**src/rtl/gs_expo_pkg.sv**
```systemverilog
package gs_expo_pkg;
    typedef enum logic [2:0] {
        S_IDLE,
        S_PDRST,
        S_EXPOSE,
        S_MEMRST,
        S_XFER,
        S_REQ,
        S_WAIT
    } seq_state_t;
endpackage

```
**src/rtl/gs_row_cnt.sv**
```systemverilog
module gs_row_cnt #(
    parameter int W = 12
) (
    input  logic         clk,
    input  logic         rst_n,
    input  logic         clr_i,
    input  logic         en_i,
    input  logic         tick_i,
    input  logic [W-1:0] target_i,
    output logic         reach_o
);
    logic [W-1:0] cnt_q;

    always_ff @(posedge clk or negedge rst_n) begin
        if (!rst_n)               cnt_q <= '0;
        else if (clr_i)           cnt_q <= '0;
        else if (en_i && tick_i)  cnt_q <= cnt_q + 1'b1;
    end

    assign reach_o = (cnt_q == target_i);
endmodule

```
**src/rtl/gs_pulse_tmr.sv**
```systemverilog
module gs_pulse_tmr #(
    parameter int PULSE_CLKS = 2
) (
    input  logic clk,
    input  logic rst_n,
    input  logic clr_i,
    input  logic en_i,
    output logic done_o
);
    localparam int PW = (PULSE_CLKS > 1) ? $clog2(PULSE_CLKS) : 1;

    logic [PW-1:0] cnt_q;

    always_ff @(posedge clk or negedge rst_n) begin
        if (!rst_n)      cnt_q <= '0;
        else if (clr_i)  cnt_q <= '0;
        else if (en_i)   cnt_q <= cnt_q + 1'b1;
    end

    assign done_o = en_i && (cnt_q == PW'(PULSE_CLKS - 1));
endmodule

```
**src/rtl/gs_expo_seq.sv**
```systemverilog
module gs_expo_seq
    import gs_expo_pkg::*;
#(
    parameter int FRAME_ROWS = 8,
    parameter int VB_ROWS    = 1,
    parameter int PULSE_CLKS = 2,
    parameter int EXP_W      = $clog2(256 * FRAME_ROWS) + 1
) (
    input  logic             clk,
    input  logic             rst_n,
    input  logic             trig_i,
    input  logic             row_tick_i,
    input  logic [EXP_W-1:0] exp_rows_i,
    input  logic             snap_mode_i,
    input  logic             seq_mode_i,
    output logic             expose_o,
    output logic             pd_rst_n_o,
    output logic             mem_rst_n_o,
    output logic             xfer_n_o,
    output logic             start_rd_o
);
    localparam logic [EXP_W-1:0] MIN_EXP  = EXP_W'(2);
    localparam logic [EXP_W-1:0] MAX_EXP  = EXP_W'(256 * FRAME_ROWS);
    localparam logic [EXP_W-1:0] READ_LEN = EXP_W'(FRAME_ROWS);
    localparam logic [EXP_W-1:0] VB_LEN   = EXP_W'(VB_ROWS);

    seq_state_t state_q, state_d;
    logic [EXP_W-1:0] exp_len_q, wait_tgt_q;
    logic [EXP_W-1:0] exp_len_d, wait_tgt_d, row_tgt;
    logic             frame_start, state_chg, pulse_state;
    logic             pulse_done, rows_reach;

    // clamp and gap target for a starting frame
    always_comb begin
        if (exp_rows_i < MIN_EXP)      exp_len_d = MIN_EXP;
        else if (exp_rows_i > MAX_EXP) exp_len_d = MAX_EXP;
        else                           exp_len_d = exp_rows_i;
        if (seq_mode_i)                wait_tgt_d = READ_LEN + VB_LEN;
        else if (exp_len_d < READ_LEN) wait_tgt_d = READ_LEN - exp_len_d + VB_LEN;
        else                           wait_tgt_d = VB_LEN;
    end

    assign state_chg   = (state_d != state_q);
    assign frame_start = (state_d == S_PDRST) && (state_q != S_PDRST);
    assign pulse_state = (state_q == S_PDRST) || (state_q == S_MEMRST) ||
                         (state_q == S_XFER);
    assign row_tgt     = (state_q == S_EXPOSE) ? (exp_len_q - 1'b1) : wait_tgt_q;

    gs_pulse_tmr #(.PULSE_CLKS(PULSE_CLKS)) pulse_i (
        .clk    (clk),
        .rst_n  (rst_n),
        .clr_i  (state_chg),
        .en_i   (pulse_state),
        .done_o (pulse_done)
    );

    gs_row_cnt #(.W(EXP_W)) rows_i (
        .clk      (clk),
        .rst_n    (rst_n),
        .clr_i    (state_chg),
        .en_i     ((state_q == S_EXPOSE) || (state_q == S_WAIT)),
        .tick_i   (row_tick_i),
        .target_i (row_tgt),
        .reach_o  (rows_reach)
    );

    always_comb begin
        state_d = state_q;
        unique case (state_q)
            S_IDLE:   if (!snap_mode_i || trig_i)     state_d = S_PDRST;
            S_PDRST:  if (pulse_done)                 state_d = S_EXPOSE;
            S_EXPOSE: if (row_tick_i && rows_reach)   state_d = S_MEMRST;
            S_MEMRST: if (pulse_done)                 state_d = S_XFER;
            S_XFER:   if (pulse_done)                 state_d = S_REQ;
            S_REQ:                                    state_d = S_WAIT;
            S_WAIT:   if (rows_reach) state_d = snap_mode_i ? S_IDLE : S_PDRST;
            default:                                  state_d = S_IDLE;
        endcase
    end

    always_ff @(posedge clk or negedge rst_n) begin
        if (!rst_n) begin
            state_q    <= S_IDLE;
            exp_len_q  <= MIN_EXP;
            wait_tgt_q <= VB_LEN;
        end else begin
            state_q <= state_d;
            if (frame_start) begin
                exp_len_q  <= exp_len_d;
                wait_tgt_q <= wait_tgt_d;
            end
        end
    end

    always_comb begin
        expose_o    = (state_q == S_EXPOSE);
        pd_rst_n_o  = (state_q != S_PDRST);
        mem_rst_n_o = (state_q != S_MEMRST);
        xfer_n_o    = (state_q != S_XFER);
        start_rd_o  = (state_q == S_REQ);
    end


    expose_end_on_tick_chk: assert property (@(posedge clk) disable iff (!rst_n)
        $fell(expose_o) |-> $past(row_tick_i));

    xfer_after_memclr_chk: assert property (@(posedge clk) disable iff (!rst_n)
        $fell(xfer_n_o) |-> $past(!mem_rst_n_o));

    req_after_xfer_chk: assert property (@(posedge clk) disable iff (!rst_n)
        $rose(xfer_n_o) |-> start_rd_o);

    req_single_chk: assert property (@(posedge clk) disable iff (!rst_n)
        start_rd_o |=> !start_rd_o);

    clear_only_from_rest_chk: assert property (@(posedge clk) disable iff (!rst_n)
        $fell(pd_rst_n_o) |-> $past(state_q == S_IDLE || state_q == S_WAIT));

    pulses_exclusive_chk: assert property (@(posedge clk) disable iff (!rst_n)
        $countones({!pd_rst_n_o, !mem_rst_n_o, !xfer_n_o, expose_o}) <= 1);
endmodule

```
**config.mk**
```make
export PLATFORM = sky130hd
export DESIGN_NAME = gs_expo_seq
export DESIGN_NICKNAME = d
export VERILOG_FILES = /design/src/rtl/gs_expo_pkg.sv /design/src/rtl/gs_row_cnt.sv /design/src/rtl/gs_pulse_tmr.sv /design/src/rtl/gs_expo_seq.sv
export SDC_FILE = /design/constraint.sdc
export NUM_CORES = 1
export LEC_CHECK = 0
export BUFFER_PORTS_ARGS = -buffer_cell sky130_fd_sc_hd__clkbuf_2
export CAP_MARGIN = 20
export CORE_MARGIN = 5
export CORE_UTILIZATION = 50
export DETAILED_ROUTE_END_ITERATION = 16
export HOLD_SLACK_MARGIN = 0.12
export PLACE_DENSITY_LB_ADDON = 0.2
export SYNTH_ARGS = -nofsm -noshare
export SYNTH_HDL_FRONTEND = slang
export SYNTH_SLANG_ARGS = --single-unit
export TNS_END_PERCENT = 1
```
**constraint.sdc**
```tcl
create_clock -name clk -period 6.15 [get_ports clk]
set_input_delay 0.615 -clock clk [delete_from_list [all_inputs] [get_ports clk]]
set_output_delay 0.615 -clock clk [all_outputs]
set_load 0.005 [all_outputs]
```
==> flow_summary.yaml <==
cts:
  cts_setup_buffers: 0
  cts_resized: 0
  cts_buffer_depth: 2
  clock_latency_ps: 300
  cts-htree-levels: 2
  cts_made_buffers: 5
  path_clk_slew_ps: 80
  cts_hold_buf: 0
  cts_root_buf: "clkbuf_8"
  cts_tree: "done"
  cts_num_sinks: 40
global_route:
  grt_first_pass_wirelength_um: 10100
  grt_overflow: 0
  grt_antenna_before_repair: 0
  grt_pass1_vias: 1960
  grt_max_degree: 41
  track_usage_pct: 19.9
synth:
  synth_top_area_cell: "dfrtp_1"
  ys_ff_latch: 40
  synth_area_leaders: "dfrtp_1 (37%), xor2_1 (5.5%), xnor2_1 (4.8%), o21ai_0 (4.1%), nand2_1 (3.1%)"
  avgSynthCellArea_um2: 9.12
  yosysWarnings: 0
  syn_area_um2: 2570
  synth-edff-count: 0
  synth-main-ff-cell: "dfrtp_1"
  syn-num-nets: 303
  ys_top_cells_by_count: "dfrtp_1 (38), nand2_1 (21), o21ai_0 (21)"
  synth_cell_types: 54
  async_flop_share_pct: 100
  yosysMostFrequentCell: "dfrtp_1"
  synth_top_area_share_pct: 37.0
  yosysSeqAreaShare_pct: 39.0
  synth_cells: 282
critical_path:
  crit_required_ps: 6340
  crit_path_end_kind: "flop"
  path_cells: "or3b_2, inv_1, nand2_1, o22ai_1, o21ai_0, a311oi_1, a41oi_2, nor2_4, mux2_2"
  max_stage_delay_ps: 710
  worstSetupPathType: "reg -> reg"
  path_max_fanout: 31
  worstPathArrival_ps: 4090
  slowest_stage: "dfrtp_1"
  critPathLaunchType: "flop"
timing:
  rsz0062_at_grt: "no"
  fmax_mhz: 256
  slew_headroom_pct: 41.0
  period_needed_ps: 3900
  tns_ps: 0
  maxSlewViolCount: 0
  setup_viol: 0
  finClkSkew_ps: 7.84
  hold_violations: 0
  worst_slew_pin_slew_ps: 886
  min_period_over_period_pct: 63.5
die:
  rows: 26
  dieArea_um2: 6680
  io_pins: 23
  fp.dieW_um: 81.7
  coreArea_um2: 5040
  die_y_um: 81.7
  initial_utilization_pct: 51.0
pwr:
  leakagePower_nw: 1.20
  max-vdd-ir-drop_uv: 247
  p_per_area_nw_per_um2: 441
final_layout:
  antennaDiodeCount: 0
  design_area_um2: 2790
  drive_gt1_share_pct: 16.3
  area_growth_pct: 8.37
  finalNetCount: 314
detailed_routing:
  post_drt_wl_per_cell_um: 16.2
  dr.pass1.iters: 4
  postRouteAntennaNets: 0
  drt_iter0_drc: 160
  num_vias: 2100
  wirelength_um: 5910
  drc: 0
  viasPerCell: 5.77
placement:
  routabilityCongestion: 0.849
  dpl_cell_area_um2: 2670
  port_buffers: 22
  dpl.hpwl_um: 4380
worst_hold_path:
  hold_class: "in -> async"
status:
  status: "finished clean"
job:
  cap_violations: 0
==> final timing paths <==
check / startpoint / depth (start not counted) / endpoint / slack, ps
setup / recovery: state_q[0] / 9 / exp_len_q[11] / 2250
hold / removal: rst_n / 1 / wait_tgt_q[8] / 140
setup reg to reg: state_q[0] / 9 / exp_len_q[11] / 2250
hold reg to reg: exp_len_q[1] / 2 / exp_len_q[1] / 540
max in group asynchronous: rst_n / 2 / exp_len_q[1] / 5520
min in group clk: exp_len_q[1] / 2 / exp_len_q[1] / 540
==> flip-flops by register name, summed over array words and instances (netlist names) <==
signal         count
exp_len_q         12
pulse_i.cnt_q      1
state_q            3
rows_i.cnt_q      12
wait_tgt_q        12
==> logic make-up (layout without fill, tap and decap cells) <==
kind of cell	Yosys count	count (layout)	share of synthesized area (%)
AOI/OAI and AO/OA	56	56	14.6
xor gates and xnor gates	30	30	10.2
adders and majority gates	3	3	1.46
buffers and inverters	33	45	5.74
DFF	40	40	39.0
muxes	8	8	3.36
and+or+nand+nor	112	112	25.5
==> stage by stage <==
stage	instances	util [%]	worst slack, ps	hold slack (ps)	total power [mW]
finish	364	55.3	2250	139	1.23
global route	364	55.3	1840	144	1.33
CTS	363	54.9	2280	515	1.23
detailed placement	355	53.0	2290	512	1.04
global placement	355	53.0	2380	513	1.04
floorplan	282	-	3500	319	0.931
==> power breakdown <==
group          switching, mW  internal [mW]
Clock                 0.0963         0.0896
Combinational          0.342          0.254
Sequential             0.123          0.325
Total                  0.562          0.668
==> area by class of cell <==
| class | instances | area [um^2] |
|---|---|---|
| clock buffer | 6 | 82.6 |
| timing repair buffer | 23 | 130 |
| sequential | 40 | 1000 |
| fill | 456 | 2260 |
| tap | 70 | 87.6 |
| clock inverter | 2 | 10.0 |
| multi-input combinational | 209 | 1420 |
| inverter | 14 | 52.6 |
==> routing by layer <==
metal | vias to the layer above | routed length, um | share of wire, % | global-route usage (%)
met5 | - | 0 | 0 | 0
met4 | 0 | 161 | 2.7 | 7.48
met3 | 15 | 318 | 5.4 | 3.51
met2 | 70 | 2590 | 44 | 29.2
met1 | 986 | 2840 | 48 | 29.4
li1 | 1029 | - | - | -
==> critical path: cells and delay by family (launching register included) <==
kind | cells | cell delay (ps)
AOI/OAI and AO/OA | 4 | 1020
buffers and inverters | 1 | 400
DFF | 1 | 710
muxes | 1 | 390
and+or+nand+nor | 3 | 1270
==> layout by cell type, fill, tap and decap left out, types with 4 or more instances in the layout <==
| cell type | instances |
|---|---|
| a21oi_1 | 5 |
| clkbuf_2 | 22 |
| clkbuf_8 | 6 |
| dfrtp_1 | 38 |
| inv_1 | 14 |
| mux2_2 | 4 |
| nand2_1 | 21 |
| nand3_1 | 8 |
| nand4_1 | 4 |
| nor2_1 | 14 |
| nor2b_1 | 12 |
| nor3_1 | 14 |
| nor4_1 | 11 |
| o21ai_0 | 21 |
| o31ai_1 | 7 |
| or3_1 | 6 |
| xnor2_1 | 14 |
| xor2_1 | 16 |
No activity file was read; power rests on OpenSTA's default activity.
